File: src/rtl/sreg_pkg.sv
package sreg_pkg;
  typedef enum logic [2:0] {
    WR_NONE,
    WR_CFG,
    WR_NDIV,
    WR_RDIV,
    WR_DEFAULTS
  } wr_kind_e;
endpackage

File: src/rtl/sreg_sync.sv
module sreg_sync #(
  parameter int STAGES = 2
) (
  input  logic clk,
  input  logic rst_n,
  input  logic sck_i,
  input  logic en_n_i,
  input  logic sdi_i,
  output logic sck_s,
  output logic en_n_s,
  output logic sdi_s,
  output logic sck_rise,
  output logic sck_fall,
  output logic en_rise,
  output logic en_fall
);
  // bit order in each stage: {sck, en_n, sdi}; idle is enable high, clock low
  localparam logic [2:0] IDLE = 3'b010;

  logic [STAGES-1:0][2:0] pipe;
  logic sck_d, en_d;

  always_ff @(posedge clk or negedge rst_n) begin
    if (!rst_n) begin
      for (int i = 0; i < STAGES; i++) pipe[i] <= IDLE;
      sck_d <= 1'b0;
      en_d  <= 1'b1;
    end else begin
      pipe[0] <= {sck_i, en_n_i, sdi_i};
      for (int i = 1; i < STAGES; i++) pipe[i] <= pipe[i-1];
      sck_d <= pipe[STAGES-1][2];
      en_d  <= pipe[STAGES-1][1];
    end
  end

  assign sck_s    = pipe[STAGES-1][2];
  assign en_n_s   = pipe[STAGES-1][1];
  assign sdi_s    = pipe[STAGES-1][0];
  assign sck_rise = sck_s & ~sck_d;
  assign sck_fall = ~sck_s & sck_d;
  assign en_rise  = en_n_s & ~en_d;
  assign en_fall  = ~en_n_s & en_d;
endmodule

File: src/rtl/sreg_shifter.sv
module sreg_shifter #(
  parameter int SH_W    = 16,
  parameter int MAX_LEN = 32,
  localparam int SAT    = MAX_LEN + 1,
  localparam int CW     = $clog2(SAT + 1)
) (
  input  logic            clk,
  input  logic            rst_n,
  input  logic            sck_s,
  input  logic            en_n_s,
  input  logic            sdi_s,
  input  logic            sck_rise,
  input  logic            sck_fall,
  input  logic            en_rise,
  input  logic            en_fall,
  output logic            busy,
  output logic            done,
  output logic [CW-1:0]   len,
  output logic [SH_W-1:0] data,
  output logic            sdo,
  output logic            sdo_oe
);
  localparam logic [CW-1:0] SAT_V = CW'(SAT);

  logic            active;
  logic [CW-1:0]   cnt;
  logic [SH_W-1:0] sh;
  logic            half_q;

  always_ff @(posedge clk or negedge rst_n) begin
    if (!rst_n) begin
      active <= 1'b0;
      cnt    <= '0;
      sh     <= '0;
      half_q <= 1'b0;
      done   <= 1'b0;
    end else begin
      done <= 1'b0;
      if (en_fall) begin
        if (!sck_s) begin
          active <= 1'b1;
          cnt    <= '0;
          sh     <= '0;
          half_q <= 1'b0;
        end
      end else if (en_rise) begin
        if (active && !sck_s) done <= 1'b1;
        active <= 1'b0;
      end else if (active) begin
        if (sck_rise) begin
          sh <= {sh[SH_W-2:0], sdi_s};
          if (cnt != SAT_V) cnt <= cnt + 1'b1;
        end
        if (sck_fall) half_q <= sh[SH_W-1];
      end
    end
  end

  assign busy   = active;
  assign len    = cnt;
  assign data   = sh;
  assign sdo    = half_q;
  assign sdo_oe = active;

  assert_idle_no_drive_R8: assert property (@(posedge clk) disable iff (!rst_n)
    (en_n_s && $past(en_n_s)) |-> !sdo_oe);

  assert_count_saturates_R6: assert property (@(posedge clk) disable iff (!rst_n)
    (active && cnt == SAT_V && sck_rise && !en_rise && !en_fall) |=> cnt == SAT_V);

  assert_dout_holds_R9: assert property (@(posedge clk) disable iff (!rst_n)
    (active && !sck_fall && !en_fall) |=> $stable(sdo));
endmodule

File: src/rtl/sreg_regfile.sv
module sreg_regfile
  import sreg_pkg::*;
#(
  parameter int CFG_W    = 8,
  parameter int NDIV_W   = 16,
  parameter int RDIV_W   = 15,
  parameter int RDIV_LONG = 24,
  parameter int RST_LO   = 9,
  parameter int RST_HI   = 13,
  parameter int SH_W     = 16,
  parameter int CW       = 6,
  parameter logic [CFG_W-1:0]  CFG_INIT  = 8'h10,
  parameter logic [NDIV_W-1:0] NDIV_INIT = '0,
  parameter logic [RDIV_W-1:0] RDIV_INIT = '0
) (
  input  logic              clk,
  input  logic              rst_n,
  input  logic              busy,
  input  logic              done,
  input  logic [CW-1:0]     len,
  input  logic [SH_W-1:0]   data,
  output logic [CFG_W-1:0]  cfg_q,
  output logic [NDIV_W-1:0] ndiv_q,
  output logic [RDIV_W-1:0] rdiv_q,
  output logic              jam_load
);
  localparam logic [CW-1:0] L_CFG = CW'(CFG_W);
  localparam logic [CW-1:0] L_N   = CW'(NDIV_W);
  localparam logic [CW-1:0] L_RS  = CW'(RDIV_W);
  localparam logic [CW-1:0] L_RL  = CW'(RDIV_LONG);
  localparam logic [CW-1:0] L_LO  = CW'(RST_LO);
  localparam logic [CW-1:0] L_HI  = CW'(RST_HI);

  wr_kind_e kind;

  always_comb begin
    kind = WR_NONE;
    if (len == L_CFG)                    kind = WR_CFG;
    else if (len == L_N)                 kind = WR_NDIV;
    else if (len == L_RS || len == L_RL) kind = WR_RDIV;
    else if (len >= L_LO && len <= L_HI) kind = WR_DEFAULTS;
  end

  always_ff @(posedge clk or negedge rst_n) begin
    if (!rst_n) begin
      cfg_q    <= CFG_INIT;
      ndiv_q   <= NDIV_INIT;
      rdiv_q   <= RDIV_INIT;
      jam_load <= 1'b0;
    end else begin
      jam_load <= 1'b0;
      if (done) begin
        unique case (kind)
          WR_CFG:  cfg_q <= data[CFG_W-1:0];
          WR_NDIV: begin
            ndiv_q   <= data[NDIV_W-1:0];
            jam_load <= 1'b1;
          end
          WR_RDIV: rdiv_q <= data[RDIV_W-1:0];
          WR_DEFAULTS: begin
            cfg_q  <= CFG_INIT;
            ndiv_q <= NDIV_INIT;
            rdiv_q <= RDIV_INIT;
          end
          default: ;
        endcase
      end
    end
  end

  assert_regs_frozen_R7: assert property (@(posedge clk) disable iff (!rst_n)
    busy |-> $stable({cfg_q, ndiv_q, rdiv_q}));

  assert_jam_single_R3: assert property (@(posedge clk) disable iff (!rst_n)
    jam_load |=> !jam_load);

  assert_jam_after_frame_R3: assert property (@(posedge clk) disable iff (!rst_n)
    jam_load |-> (!busy && $past(done)));
endmodule

File: src/rtl/sreg_port.sv
module sreg_port #(
  parameter int CFG_W       = 8,
  parameter int NDIV_W      = 16,
  parameter int RDIV_W      = 15,
  parameter int RDIV_LONG   = 24,
  parameter int RST_LO      = 9,
  parameter int RST_HI      = 13,
  parameter int MAX_LEN     = 32,
  parameter int SYNC_STAGES = 2,
  parameter logic [CFG_W-1:0]  CFG_INIT  = 8'h10,
  parameter logic [NDIV_W-1:0] NDIV_INIT = '0,
  parameter logic [RDIV_W-1:0] RDIV_INIT = '0
) (
  input  logic              clk,
  input  logic              rst_n,
  input  logic              ser_en_n,
  input  logic              ser_clk,
  input  logic              ser_din,
  output logic              ser_dout,
  output logic              ser_dout_oe,
  output logic [CFG_W-1:0]  cfg_q,
  output logic [NDIV_W-1:0] ndiv_q,
  output logic [RDIV_W-1:0] rdiv_q,
  output logic              jam_load
);
  localparam int SH_A = (CFG_W > NDIV_W) ? CFG_W : NDIV_W;
  localparam int SH_W = (SH_A > RDIV_W) ? SH_A : RDIV_W;
  localparam int CW   = $clog2(MAX_LEN + 2);

  logic sck_s, en_n_s, sdi_s, sck_rise, sck_fall, en_rise, en_fall;
  logic busy, done;
  logic [CW-1:0]   len;
  logic [SH_W-1:0] data;

  sreg_sync #(.STAGES(SYNC_STAGES)) u_sync (
    .clk(clk), .rst_n(rst_n),
    .sck_i(ser_clk), .en_n_i(ser_en_n), .sdi_i(ser_din),
    .sck_s(sck_s), .en_n_s(en_n_s), .sdi_s(sdi_s),
    .sck_rise(sck_rise), .sck_fall(sck_fall),
    .en_rise(en_rise), .en_fall(en_fall)
  );

  sreg_shifter #(.SH_W(SH_W), .MAX_LEN(MAX_LEN)) u_shift (
    .clk(clk), .rst_n(rst_n),
    .sck_s(sck_s), .en_n_s(en_n_s), .sdi_s(sdi_s),
    .sck_rise(sck_rise), .sck_fall(sck_fall),
    .en_rise(en_rise), .en_fall(en_fall),
    .busy(busy), .done(done), .len(len), .data(data),
    .sdo(ser_dout), .sdo_oe(ser_dout_oe)
  );

  sreg_regfile #(
    .CFG_W(CFG_W), .NDIV_W(NDIV_W), .RDIV_W(RDIV_W), .RDIV_LONG(RDIV_LONG),
    .RST_LO(RST_LO), .RST_HI(RST_HI), .SH_W(SH_W), .CW(CW),
    .CFG_INIT(CFG_INIT), .NDIV_INIT(NDIV_INIT), .RDIV_INIT(RDIV_INIT)
  ) u_regs (
    .clk(clk), .rst_n(rst_n),
    .busy(busy), .done(done), .len(len), .data(data),
    .cfg_q(cfg_q), .ndiv_q(ndiv_q), .rdiv_q(rdiv_q), .jam_load(jam_load)
  );
endmodule

File: config.mk
export PLATFORM = sky130hd
export DESIGN_NAME = sreg_port
export DESIGN_NICKNAME = d
export VERILOG_FILES = /design/src/rtl/sreg_pkg.sv /design/src/rtl/sreg_sync.sv /design/src/rtl/sreg_shifter.sv /design/src/rtl/sreg_regfile.sv /design/src/rtl/sreg_port.sv
export SDC_FILE = /design/constraint.sdc
export NUM_CORES = 1
export LEC_CHECK = 0
export ABC_AREA = 1
export BUFFER_PORTS_ARGS = -buffer_cell sky130_fd_sc_hd__buf_4
export CORE_MARGIN = 1.5
export CORE_UTILIZATION = 61
export CTS_CLUSTER_SIZE = 12
export DETAILED_ROUTE_END_ITERATION = 6
export PLACE_DENSITY = 0.91
export SLEW_MARGIN = 20
export SYNTH_ARGS = -nofsm -noshare
export SYNTH_HDL_FRONTEND = slang
export SYNTH_HIERARCHICAL = 1
export SYNTH_SLANG_ARGS = --single-unit
File: constraint.sdc
create_clock -name clk -period 4 [get_ports clk]
set_clock_uncertainty 0.15 [all_clocks]
set_input_delay 0.6 -clock clk [delete_from_list [all_inputs] [get_ports clk]]
set_output_delay 0.6 -clock clk [all_outputs]
set_load 0.05 [all_outputs]
==> metrics.yaml <==
firstDrtPassIters: 6
power_frac_seq_pct: 50.0
clock_path_buffers: 2
wl_um: 6840
diodes: 0
yosysWarnings: 6
cts_buffers: 9
slew_violations: 0
drv_cap: 0
insertion_delay_ns: 0.35
swShare_pct: 27.3
worst-path-buf-inv: 2
yosysMostFrequentCell: "nand2_1"
final_core_util_pct: 73.8
grt_antenna_before_repair: 0
overflow: 0
ys_seq_area_share_pct: 57.8
holdPathStages: 1
max_freq_ghz: 0.510
fin_worst_hold_slack_ns: 0.204
clkTransAtPathRegs_ns: 0.07
cp_cell_sequence: "inv_1, nor2_1, nor2_1, nand3_4, nand2_8, nand2_8, clkinv_4, nand2_1, o21ai_2"
rsz0062_at_grt: "false"
endpoint_kind: "register"
tightest_slew_ns: 0.889
final_cells: 469
p_int_uw: 1190
reg2reg_setup_slack_ns: 2.04
status: "finished clean"
synth.area.top_cells: "dfrtp_1, nand2_1, nand3_1, inv_1, dfstp_2"
netlist_instances: 347
synth_edf_count: 0
synth.top_cell.area_share_pct: 54.4
arrival_ns: 2.05
critical_path.slowest_cell: "dfstp_2"
start_kind: "register"
core_region_area_um2: 5070
r2r-end: "u_shift/len[1]$_DFFE_PN0P_"
rr_startpoint: "u_sync/en_d$_DFF_PN1_"
port_buffers: 46
power.density_nw_per_um2: 437
synth.distinct_cells: 30
required_ns: 4.09
combPwrFrac_pct: 10.3
die_h_um: 75.1
htreeDepth: 3
ys.flop_type: "dfrtp_1"
die_area_um2: 5640
hold_violations: 0
ys_top_cells_by_count: "nand2_1, dfrtp_1, nand3_1"
via_count: 2521
initial_core_util_pct: 62.5
setup_viol_count_final: 0
fin_setup_tns_ns: 0
grt_max_degree: 74
placementRows: 26
max_stage_delay_ns: 0.53
die_w_um: 75.1
grt_pass1_wl_um: 10700
finalNetCount: 401
crit_type: "reg2reg"
period_minus_slack_ns: 1.96
critPathMaxFanout: 18
synthesis.area_um2: 3170
path_depth: 9
cp-endpoint: "u_shift/len[1]$_DFFE_PN0P_"
grt_pass1_vias: 2314
power_switching_uw: 448
synth.avg_cell_area_um2: 9.14
peakVddDrop_uv: 449
ios: 47
worstSetupStartpoint: "u_sync/en_d$_DFF_PN1_"
drt_iter0_drc: 330
power.leakage_uw: 0.00200
cts_root_buffer: "clkbuf_8"
cts_setup_buffers: 0
synth.net_count: 354
crit_family: "simple AND/OR/NAND/NOR gates"
hold_class: "in2reg"
clkPwrFrac_pct: 39.6
cts_resized: 0
yosysTopAreaCell: "dfrtp_1"
period_share_pct: 49.0
reg2reg_depth: 9
drive_gt1_share_pct: 21.8
area_growth_pct: 18.1
gp_congestion: 0.873
postPlaceCellArea_um2: 3520
dpl.hpwl_um: 4550
vias_per_cell: 5.38
drc: 0
antenna_left: 0
dp.cells: 453
track_usage_pct: 26.2
ys_seq_elements: 73
fin_area_um2: 3750
postCtsHoldBufs: 0
cts_tree: "done"
clock_sinks: 73
detail_route.wl_per_cell_um: 14.6
synthArstFlopShare_pct: 100
max-slew-margin-rel_pct: 40.7
layout by cell type, fill, tap and decap left out, types with 2 or more instances in the layout:
cell / n
buf_4: 47
bufinv_16: 2
clkbuf_8: 10
clkinv_2: 2
clkinv_4: 2
dfrtp_1: 69
dfstp_2: 4
ha_1: 2
inv_1: 38
nand2_1: 114
nand2_2: 2
nand2_4: 2
nand2_8: 2
nand3_1: 41
nand4_1: 3
nor2_1: 23
nor2_2: 2
nor2_4: 2
o21ai_0: 2
o21ai_2: 4
o22ai_1: 15
how the worst min path moves through the flow:
stage,from,to,slack (ns)
after CTS,ser_en_n,u_sync/pipe[1]$_DFF_PN1_,0.20
after global placement,u_sync/pipe[0]$_DFF_PN0_,u_sync/sdi_s$_DFF_PN0_,0.18
after global routing,ser_en_n,u_sync/pipe[1]$_DFF_PN1_,0.19
after detailed placement,u_sync/pipe[0]$_DFF_PN0_,u_sync/sdi_s$_DFF_PN0_,0.19
after floorplan,rst_n,u_regs/cfg_q[0]$_DFFE_PN0P_,0.15
final,ser_din,u_sync/pipe[0]$_DFF_PN0_,0.20
flip-flops by register name, indices dropped and copies added, names as in the netlist, 3 cells and up:
name / cells
u_shift/len: 6
u_regs/rdiv_q: 15
u_sync/pipe: 3
u_regs/cfg_q: 8
u_shift/data: 16
u_regs/ndiv_q: 16
cells by family after synthesis:
kind of cell / Yosys count / synth area share, %
compound gates: 25 / 5.44
fa+ha+maj: 2 / 0.789
buf+inv: 52 / 7.97
flops: 73 / 57.8
simple gates: 195 / 28.0
worst register-to-register path: stages (launching register included):
cell and delay, ns:
dfstp_2 0.53, inv_1 0.04, nor2_1 0.27, nor2_1 0.16, nand3_4 0.21, nand2_8 0.16
nand2_8 0.15, clkinv_4 0.07, nand2_1 0.07, o21ai_2 0.05
cell type report:
type	instances	area, µm²
Clock inverter	6	90.1
Fill cell	377	1330
Tap cell	70	87.6
Multi-Input combinational cell	222	1090
Timing Repair Buffer	47	353
Clock buffer	10	138
Inverter	41	160
Sequential cell	73	1830
routing by layer:
| metal | share of wire [%] | track usage (%) | vias to the layer above |
|---|---|---|---|
| met5 | 0 | 0 | - |
| met4 | 1.9 | 12.7 | 0 |
| met3 | 4.8 | 7.36 | 14 |
| met2 | 53 | 42.6 | 107 |
| met1 | 41 | 32.2 | 1207 |
| li1 | - | - | 1193 |
per-stage QoR:
stage	power, µW	setup WS [ns]
finish	1640	2.04
global placement	992	2.16
CTS	1640	2.06
detailed placement	999	2.08
global route	1710	1.91
floorplan	950	2.28
power groups by stage:
| stage | Combinational [µW] | Sequential (µW) | Clock, µW |
|---|---|---|---|
| 6_report | 169 | 819 | 649 |
| 5_1_grt | 188 | 825 | 692 |
| 4_1_cts | 169 | 817 | 654 |
| 3_5_place_dp | 168 | 831 | 0 |
| 3_3_place_gp | 162 | 829 | 0 |
| 2_1_floorplan | 125 | 824 | 0 |
No activity file was read; power rests on OpenSTA's default activity.
